$ cat config.mk
export PLATFORM = sky130hd
export DESIGN_NAME = fsr_guard
export DESIGN_NICKNAME = d
export VERILOG_FILES = /design/src/rtl/fsr_pkg.sv /design/src/rtl/fsr_busy_timer.sv /design/src/rtl/fsr_cmd_gate.sv /design/src/rtl/fsr_guard.sv
export SDC_FILE = /design/constraint.sdc
export NUM_CORES = 1
export LEC_CHECK = 0
export BUFFER_PORTS_ARGS = -buffer_cell sky130_fd_sc_hd__buf_2
export CAP_MARGIN = 40
export CORE_MARGIN = 3
export CORE_UTILIZATION = 42
export DETAILED_ROUTE_END_ITERATION = 8
export PLACE_DENSITY = 0.69
export SETUP_SLACK_MARGIN = 0.05
export SYNTH_ARGS = -nofsm -noshare
export SYNTH_HDL_FRONTEND = slang
export SYNTH_SLANG_ARGS = --single-unit
$ cat constraint.sdc
create_clock -name clk -period 5.1 [get_ports clk]
set_input_delay 1.02 -clock clk [delete_from_list [all_inputs] [get_ports clk]]
set_output_delay 1.02 -clock clk [all_outputs]
set_load 0.005 [all_outputs]
$ cat src/rtl/fsr_pkg.sv
package fsr_pkg;
  typedef enum logic [2:0] {
    OP_RDSR  = 3'd0,
    OP_WREN  = 3'd1,
    OP_WRSR  = 3'd2,
    OP_PROG  = 3'd3,
    OP_ERASE = 3'd4,
    OP_SLEEP = 3'd5,
    OP_WAKE  = 3'd6,
    OP_RSVD  = 3'd7
  } fsr_op_e;

  localparam int BP_W   = 4;
  localparam int STAT_W = 8;
  localparam int FLD_W  = BP_W + 2;

  // status bit positions
  localparam int S_WIP   = 0;
  localparam int S_WEL   = 1;
  localparam int S_BP_LO = 2;
  localparam int S_PDIS  = 6;
  localparam int S_PROT  = 7;
endpackage

$ cat src/rtl/fsr_busy_timer.sv
module fsr_busy_timer #(
  parameter int CNT_W = 4
) (
  input  logic             clk,
  input  logic             rst,
  input  logic             start_i,
  input  logic [CNT_W-1:0] load_i,
  output logic             last_o
);
  logic [CNT_W-1:0] cnt_q;

  always_ff @(posedge clk) begin
    if (rst)                cnt_q <= '0;
    else if (start_i)       cnt_q <= load_i;
    else if (cnt_q != '0)   cnt_q <= cnt_q - CNT_W'(1);
  end

  assign last_o = (cnt_q == CNT_W'(1)) && !start_i;
endmodule

$ cat src/rtl/fsr_cmd_gate.sv
module fsr_cmd_gate
  import fsr_pkg::*;
#(
  parameter int CNT_W   = 4,
  parameter int T_WRSR  = 4,
  parameter int T_PROG  = 6,
  parameter int T_ERASE = 9
) (
  input  logic             cmd_valid_i,
  input  logic [2:0]       cmd_op_i,
  input  logic             wip_i,
  input  logic             wel_i,
  input  logic             dpd_i,
  input  logic             prot_i,
  input  logic             pdis_i,
  input  logic             lock_i,
  input  logic             otp_i,
  input  logic             wp_n_i,
  output logic             accept_o,
  output logic             set_wel_o,
  output logic             drop_wel_o,
  output logic             start_o,
  output logic             write_sr_o,
  output logic             enter_dpd_o,
  output logic             leave_dpd_o,
  output logic [CNT_W-1:0] load_o
);
  logic pin_locked;
  logic otp_refuse;

  // hardware protection only applies outside one-time mode
  assign pin_locked = prot_i && !wp_n_i && !pdis_i && !otp_i;
  assign otp_refuse = otp_i && lock_i;

  always_comb begin
    accept_o    = 1'b0;
    set_wel_o   = 1'b0;
    drop_wel_o  = 1'b0;
    start_o     = 1'b0;
    write_sr_o  = 1'b0;
    enter_dpd_o = 1'b0;
    leave_dpd_o = 1'b0;
    load_o      = '0;
    if (cmd_valid_i) begin
      if (dpd_i) begin
        if (cmd_op_i == OP_WAKE) begin
          accept_o    = 1'b1;
          leave_dpd_o = 1'b1;
        end
      end else if (wip_i) begin
        if (cmd_op_i == OP_RDSR) accept_o = 1'b1;
      end else begin
        case (cmd_op_i)
          OP_RDSR: accept_o = 1'b1;
          OP_WREN: begin
            accept_o  = 1'b1;
            set_wel_o = 1'b1;
          end
          OP_WRSR: begin
            if (wel_i) begin
              if (pin_locked) begin
                drop_wel_o = 1'b1;
              end else begin
                accept_o   = 1'b1;
                start_o    = 1'b1;
                write_sr_o = 1'b1;
                load_o     = CNT_W'(T_WRSR);
              end
            end
          end
          OP_PROG, OP_ERASE: begin
            if (wel_i) begin
              if (otp_refuse) begin
                drop_wel_o = 1'b1;
              end else begin
                accept_o = 1'b1;
                start_o  = 1'b1;
                load_o   = (cmd_op_i == OP_PROG) ? CNT_W'(T_PROG) : CNT_W'(T_ERASE);
              end
            end
          end
          OP_SLEEP: begin
            accept_o    = 1'b1;
            enter_dpd_o = 1'b1;
          end
          default: ;
        endcase
      end
    end
  end
endmodule

$ cat src/rtl/fsr_guard.sv
module fsr_guard
  import fsr_pkg::*;
#(
  parameter int T_WRSR  = 4,
  parameter int T_PROG  = 6,
  parameter int T_ERASE = 9
) (
  input  logic                 clk,
  input  logic                 rst,
  input  logic                 cmd_valid,
  input  logic [2:0]           cmd_op,
  input  logic [FLD_W-1:0]     cmd_field,
  input  logic                 wp_n,
  input  logic                 otp_mode,
  output logic                 cmd_accept,
  output logic [STAT_W-1:0]    status,
  output logic                 sleeping
);
  localparam int T_MAX1 = (T_WRSR > T_PROG) ? T_WRSR : T_PROG;
  localparam int T_MAX  = (T_MAX1 > T_ERASE) ? T_MAX1 : T_ERASE;
  localparam int CNT_W  = $clog2(T_MAX + 1);

  logic            wip_q, wel_q, pdis_q, prot_q, lock_q, dpd_q, acc_q;
  logic [BP_W-1:0] bp_q;

  logic             g_accept, g_set_wel, g_drop_wel, g_start, g_write;
  logic             g_enter, g_leave, t_last;
  logic [CNT_W-1:0] g_load;

  fsr_cmd_gate #(
    .CNT_W(CNT_W), .T_WRSR(T_WRSR), .T_PROG(T_PROG), .T_ERASE(T_ERASE)
  ) gate_i (
    .cmd_valid_i (cmd_valid),
    .cmd_op_i    (cmd_op),
    .wip_i       (wip_q),
    .wel_i       (wel_q),
    .dpd_i       (dpd_q),
    .prot_i      (prot_q),
    .pdis_i      (pdis_q),
    .lock_i      (lock_q),
    .otp_i       (otp_mode),
    .wp_n_i      (wp_n),
    .accept_o    (g_accept),
    .set_wel_o   (g_set_wel),
    .drop_wel_o  (g_drop_wel),
    .start_o     (g_start),
    .write_sr_o  (g_write),
    .enter_dpd_o (g_enter),
    .leave_dpd_o (g_leave),
    .load_o      (g_load)
  );

  fsr_busy_timer #(.CNT_W(CNT_W)) timer_i (
    .clk     (clk),
    .rst     (rst),
    .start_i (g_start),
    .load_i  (g_load),
    .last_o  (t_last)
  );

  always_ff @(posedge clk) begin
    if (rst) begin
      wip_q  <= 1'b0;
      wel_q  <= 1'b0;
      bp_q   <= '0;
      pdis_q <= 1'b0;
      prot_q <= 1'b0;
      lock_q <= 1'b0;
      dpd_q  <= 1'b0;
      acc_q  <= 1'b0;
    end else begin
      acc_q <= g_accept;
      if (g_start)     wip_q <= 1'b1;
      else if (t_last) wip_q <= 1'b0;
      if (g_set_wel)                  wel_q <= 1'b1;
      else if (g_drop_wel || t_last)  wel_q <= 1'b0;
      if (g_write) begin
        bp_q   <= cmd_field[BP_W-1:0];
        pdis_q <= cmd_field[BP_W];
        if (otp_mode) lock_q <= lock_q | cmd_field[BP_W+1];
        else          prot_q <= cmd_field[BP_W+1];
      end
      if (g_enter)      dpd_q <= 1'b1;
      else if (g_leave) dpd_q <= 1'b0;
    end
  end

  assign cmd_accept = acc_q;
  assign sleeping   = dpd_q;
  assign status     = {otp_mode ? lock_q : prot_q, pdis_q, bp_q, wel_q, wip_q};
endmodule

==> impl_metrics.sql <==
INSERT INTO impl_metrics (metric_group, metric, value, unit) VALUES
('floorplanning', 'design.die.area', '2770', 'um^2'),
('floorplanning', 'die_x', '52.6', 'um'),
('cts', 'post_cts.repair.setup_buffers', '0', ''),
('drt', 'routed_via_density', '5.35', ''),
('synth', 'synth-compound-area-share', '0.166', ''),
('finish', 'ff_latch_area', '300', 'um^2'),
('synth', 'synth_fa_ha_area_frac', '0.0412', ''),
('drt', 'drt-total-wl', '1.91', 'mm'),
('synth', 'synthFlopType', 'sky130_fd_sc_hd__dfxtp_1', ''),
('drt', 'drc', '0', ''),
('synth', 'synth_area', '912', 'um^2'),
('min_path', 'hp-class', 'reg2reg', ''),
('drt', 'route.detailed.wl_per_inst', '12.6', 'um'),
('cts', 'cts_max_path_buffers', '2', ''),
('timing', 'tightest_slew', '0.504', 'ns'),
('synth', 'ys_async_sr_fraction', '0', ''),
('synth', 'synth_seq_area_share', '0.329', ''),
('worst_setup_path', 'timing.critical_path.fanout_max', '8', ''),
('cts', 'cts_made_buffers', '3', ''),
('drt', 'num_vias', '813', ''),
('worst_setup_path', 'rr_endpoint', 'timer_i.cnt_q[2]$_SDFFE_PP0P_', ''),
('finish', 'multi_input_comb_area', '557', 'um^2'),
('grt', 'first_global_vias', '794', ''),
('timing', 'rsz0062_at_grt', 'false', ''),
('timing', 'finalSetupTns', '0', 'ns'),
('cts', 'clock_tree.htree_level_count', '1', ''),
('timing', 'relSlewSlack', '0.664', ''),
('worst_setup_path', 'cp.required', '4.08', 'ns'),
('timing', 'layout_worst_path_cycle_share', '0.525', ''),
('place', 'port_buffers', '23', ''),
('synth', 'synth_cells', '105', ''),
('finish', 'growth_of_design_area_from_synthesis_to_finish', '15.0', '%'),
('floorplanning', 'floorplan.io_pins', '24', ''),
('timing', 'final_max_slew_viol_count', '0', ''),
('synth', 'synth_edf_count', '0', ''),
('cts', 'clock_tree.root_cell', 'sky130_fd_sc_hd__clkbuf_4', ''),
('worst_setup_path', 'r2r.worst_path.cells', '4', ''),
('grt', 'antenna_found_initial', '0', ''),
('floorplanning', 'start_util', '0.456', ''),
('outcome', 'status', 'finished clean', ''),
('worst_setup_path', 'critical_path.endpoint_type', 'output pin', ''),
('synth', 'synthDistinctLibCells', '42', ''),
('pwr', 'power_leakage', '0.465', 'nW'),
('finish', 'final-instance-count-excl-fill', '152', ''),
('min_path', 'worstHoldPathCells', '2', ''),
('floorplanning', 'core_region_area', '2000', 'um^2'),
('synth', 'synthesis.area_per_instance', '8.69', 'um^2'),
('drt', 'firstDrtPassIters', '4', ''),
('grt', 'globalRouteTotalUtil', '0.162', ''),
('finish', 'fill_cells', '207', ''),
('min_path', 'min_delay_worst_endpoint', 'bp_q[0]$_SDFFE_PP0N_', ''),
('place', 'dp_cells', '148', ''),
('grt', 'largest_net_degree_at_the_start_of_global_routing', '16', ''),
('min_path', 'hold_path.startpoint', 'bp_q[0]$_SDFFE_PP0N_', ''),
('synth', 'synth_seq_cells', '15', ''),
('cts', 'clock_insertion_delay_worst_skew', '0.29', 'ns'),
('synth', 'yosys_warnings', '0', ''),
('worst_setup_path', 'critical_path.startpoint_type', 'input port', ''),
('grt', 'grt-ovfl-total', '0', ''),
('worst_setup_path', 'critical_register_to_register_path_startpoint', 'wel_q$_SDFFE_PP0P_', ''),
('drt', 'detailed_router_s_first_iteration_violation_count', '12', ''),
('cts', 'clk_transition_reported_paths', '0.09', 'ns'),
('synth', 'synth.mux.area_fraction', '0.0905', ''),
('timing', 'setup_viol_count_final', '0', ''),
('drt', 'ant_nets', '0', ''),
('finish', 'diodes', '0', ''),
('timing', 'hold_viol_final', '0', ''),
('cts', 'tritoncts', 'built', ''),
('timing', 'worst_clock_skew', '0.00556', 'ns'),
('place', 'detailedPlace.worstSlack', '2.43', 'ns'),
('floorplanning', 'placement_rows', '16', '');
registers in the layout (all words and copies together), names as in the netlist:
signal	count
lock_q	1
cmd_accept	1
timer_i.cnt_q	4
sleeping	1
pdis_q	1
bp_q	4
prot_q	1
wel_q	1
wip_q	1
cell type report:
class / instances / area share
inverter: 4 / 0.0143
timing repair buffer: 23 / 0.110
tap: 27 / 0.0322
sequential: 15 / 0.286
clock inverter: 1 / 0.00477
multi-input combinational: 79 / 0.531
clock buffer: 3 / 0.0215
per-stage QoR:
stage | hold slack [ns] | total power [mW] | utilization | cell area [um^2]
final | 0.500 | 0.318 | 0.524 | 1050
after global routing | 0.556 | 0.345 | 0.524 | 1050
after CTS | 0.512 | 0.322 | 0.524 | 1050
after floorplan | 0.473 | 0.229 | - | 912
after detailed placement | 0.488 | 0.253 | 0.510 | 1020
after global placement | 0.473 | 0.250 | 0.510 | 1020
kinds of logic after synthesis:
logic type,count (synthesis)
AOI/OAI and AO/OA,23
muxes,8
xor gates and xnor gates,2
adders and majority gates,3
buffers and inverters,11
and+or+nand+nor,43
DFF,15
power by group:
group	internal [mW]	switching (mW)
clock	0.0291	0.0392
sequential	0.131	0.0114
combinational	0.0518	0.0547
how the worst max path moves through the flow:
stage,start,to,cells after the start
3_3_place_gp,otp_mode,status[7],3
4_1_cts,otp_mode,status[7],3
5_1_grt,otp_mode,status[7],3
2_1_floorplan,otp_mode,status[7],1
6_report,otp_mode,status[7],3
3_5_place_dp,otp_mode,status[7],3
layer usage:
| metal | global-route usage | vias up | part of all wire |
|---|---|---|---|
| met2 | 0.281 | 30 | 0.51 |
| met3 | 0.0513 | 2 | 0.067 |
| met1 | 0.198 | 356 | 0.42 |
| li1 | - | 425 | - |
| met5 | 0 | - | 0 |
| met4 | 0.0255 | 0 | 0.0037 |
placed cells by master, fill, tap and decap left out, types with 2 or more instances in the layout:
| cell | instances |
|---|---|
| sky130_fd_sc_hd__buf_2 | 23 |
| sky130_fd_sc_hd__dfxtp_1 | 15 |
| sky130_fd_sc_hd__nor2_1 | 9 |
| sky130_fd_sc_hd__a21oi_1 | 7 |
| sky130_fd_sc_hd__nand2_1 | 7 |
| sky130_fd_sc_hd__mux2i_1 | 6 |
| sky130_fd_sc_hd__inv_1 | 4 |
| sky130_fd_sc_hd__nor3_1 | 4 |
| sky130_fd_sc_hd__nor2b_1 | 3 |
| sky130_fd_sc_hd__nor3b_1 | 3 |
| sky130_fd_sc_hd__ha_1 | 3 |
| sky130_fd_sc_hd__clkbuf_4 | 3 |
| sky130_fd_sc_hd__nand2b_1 | 2 |
| sky130_fd_sc_hd__or3_1 | 2 |
| sky130_fd_sc_hd__o31ai_1 | 2 |
| sky130_fd_sc_hd__xnor2_1 | 2 |
| sky130_fd_sc_hd__a31oi_1 | 2 |
| sky130_fd_sc_hd__nand3b_1 | 2 |
| sky130_fd_sc_hd__o21ai_1 | 2 |
| sky130_fd_sc_hd__and3_1 | 2 |
synth_stat cells (2+ instances only):
| library cell | instances | area [um^2] |
|---|---|---|
| sky130_fd_sc_hd__clkbuf_1 | 2 | 7.51 |
| sky130_fd_sc_hd__nand2b_1 | 2 | 12.5 |
| sky130_fd_sc_hd__ha_1 | 3 | 37.5 |
| sky130_fd_sc_hd__nor3_1 | 4 | 20.0 |
| sky130_fd_sc_hd__a31oi_1 | 2 | 12.5 |
| sky130_fd_sc_hd__buf_4 | 3 | 22.5 |
| sky130_fd_sc_hd__dfxtp_1 | 15 | 300 |
| sky130_fd_sc_hd__mux2i_1 | 6 | 60.1 |
| sky130_fd_sc_hd__and3_1 | 2 | 12.5 |
| sky130_fd_sc_hd__inv_1 | 4 | 15.0 |
| sky130_fd_sc_hd__xnor2_1 | 2 | 17.5 |
| sky130_fd_sc_hd__nor2b_1 | 3 | 18.8 |
| sky130_fd_sc_hd__a21oi_1 | 7 | 35.0 |
| sky130_fd_sc_hd__nor3b_1 | 3 | 22.5 |
| sky130_fd_sc_hd__nor2_1 | 9 | 33.8 |
| sky130_fd_sc_hd__o31ai_1 | 2 | 15.0 |
| sky130_fd_sc_hd__o21ai_1 | 2 | 10.0 |
| sky130_fd_sc_hd__nand3b_1 | 2 | 15.0 |
| sky130_fd_sc_hd__nand2_1 | 7 | 26.3 |
| sky130_fd_sc_hd__buf_2 | 2 | 10.0 |
| sky130_fd_sc_hd__or3_1 | 2 | 12.5 |
critical path, stage by stage:
cell and delay, ns:
sky130_fd_sc_hd__buf_2 0.16, sky130_fd_sc_hd__mux2_2 0.35, sky130_fd_sc_hd__buf_2 0.12
(Power assumes the default switching activity.)
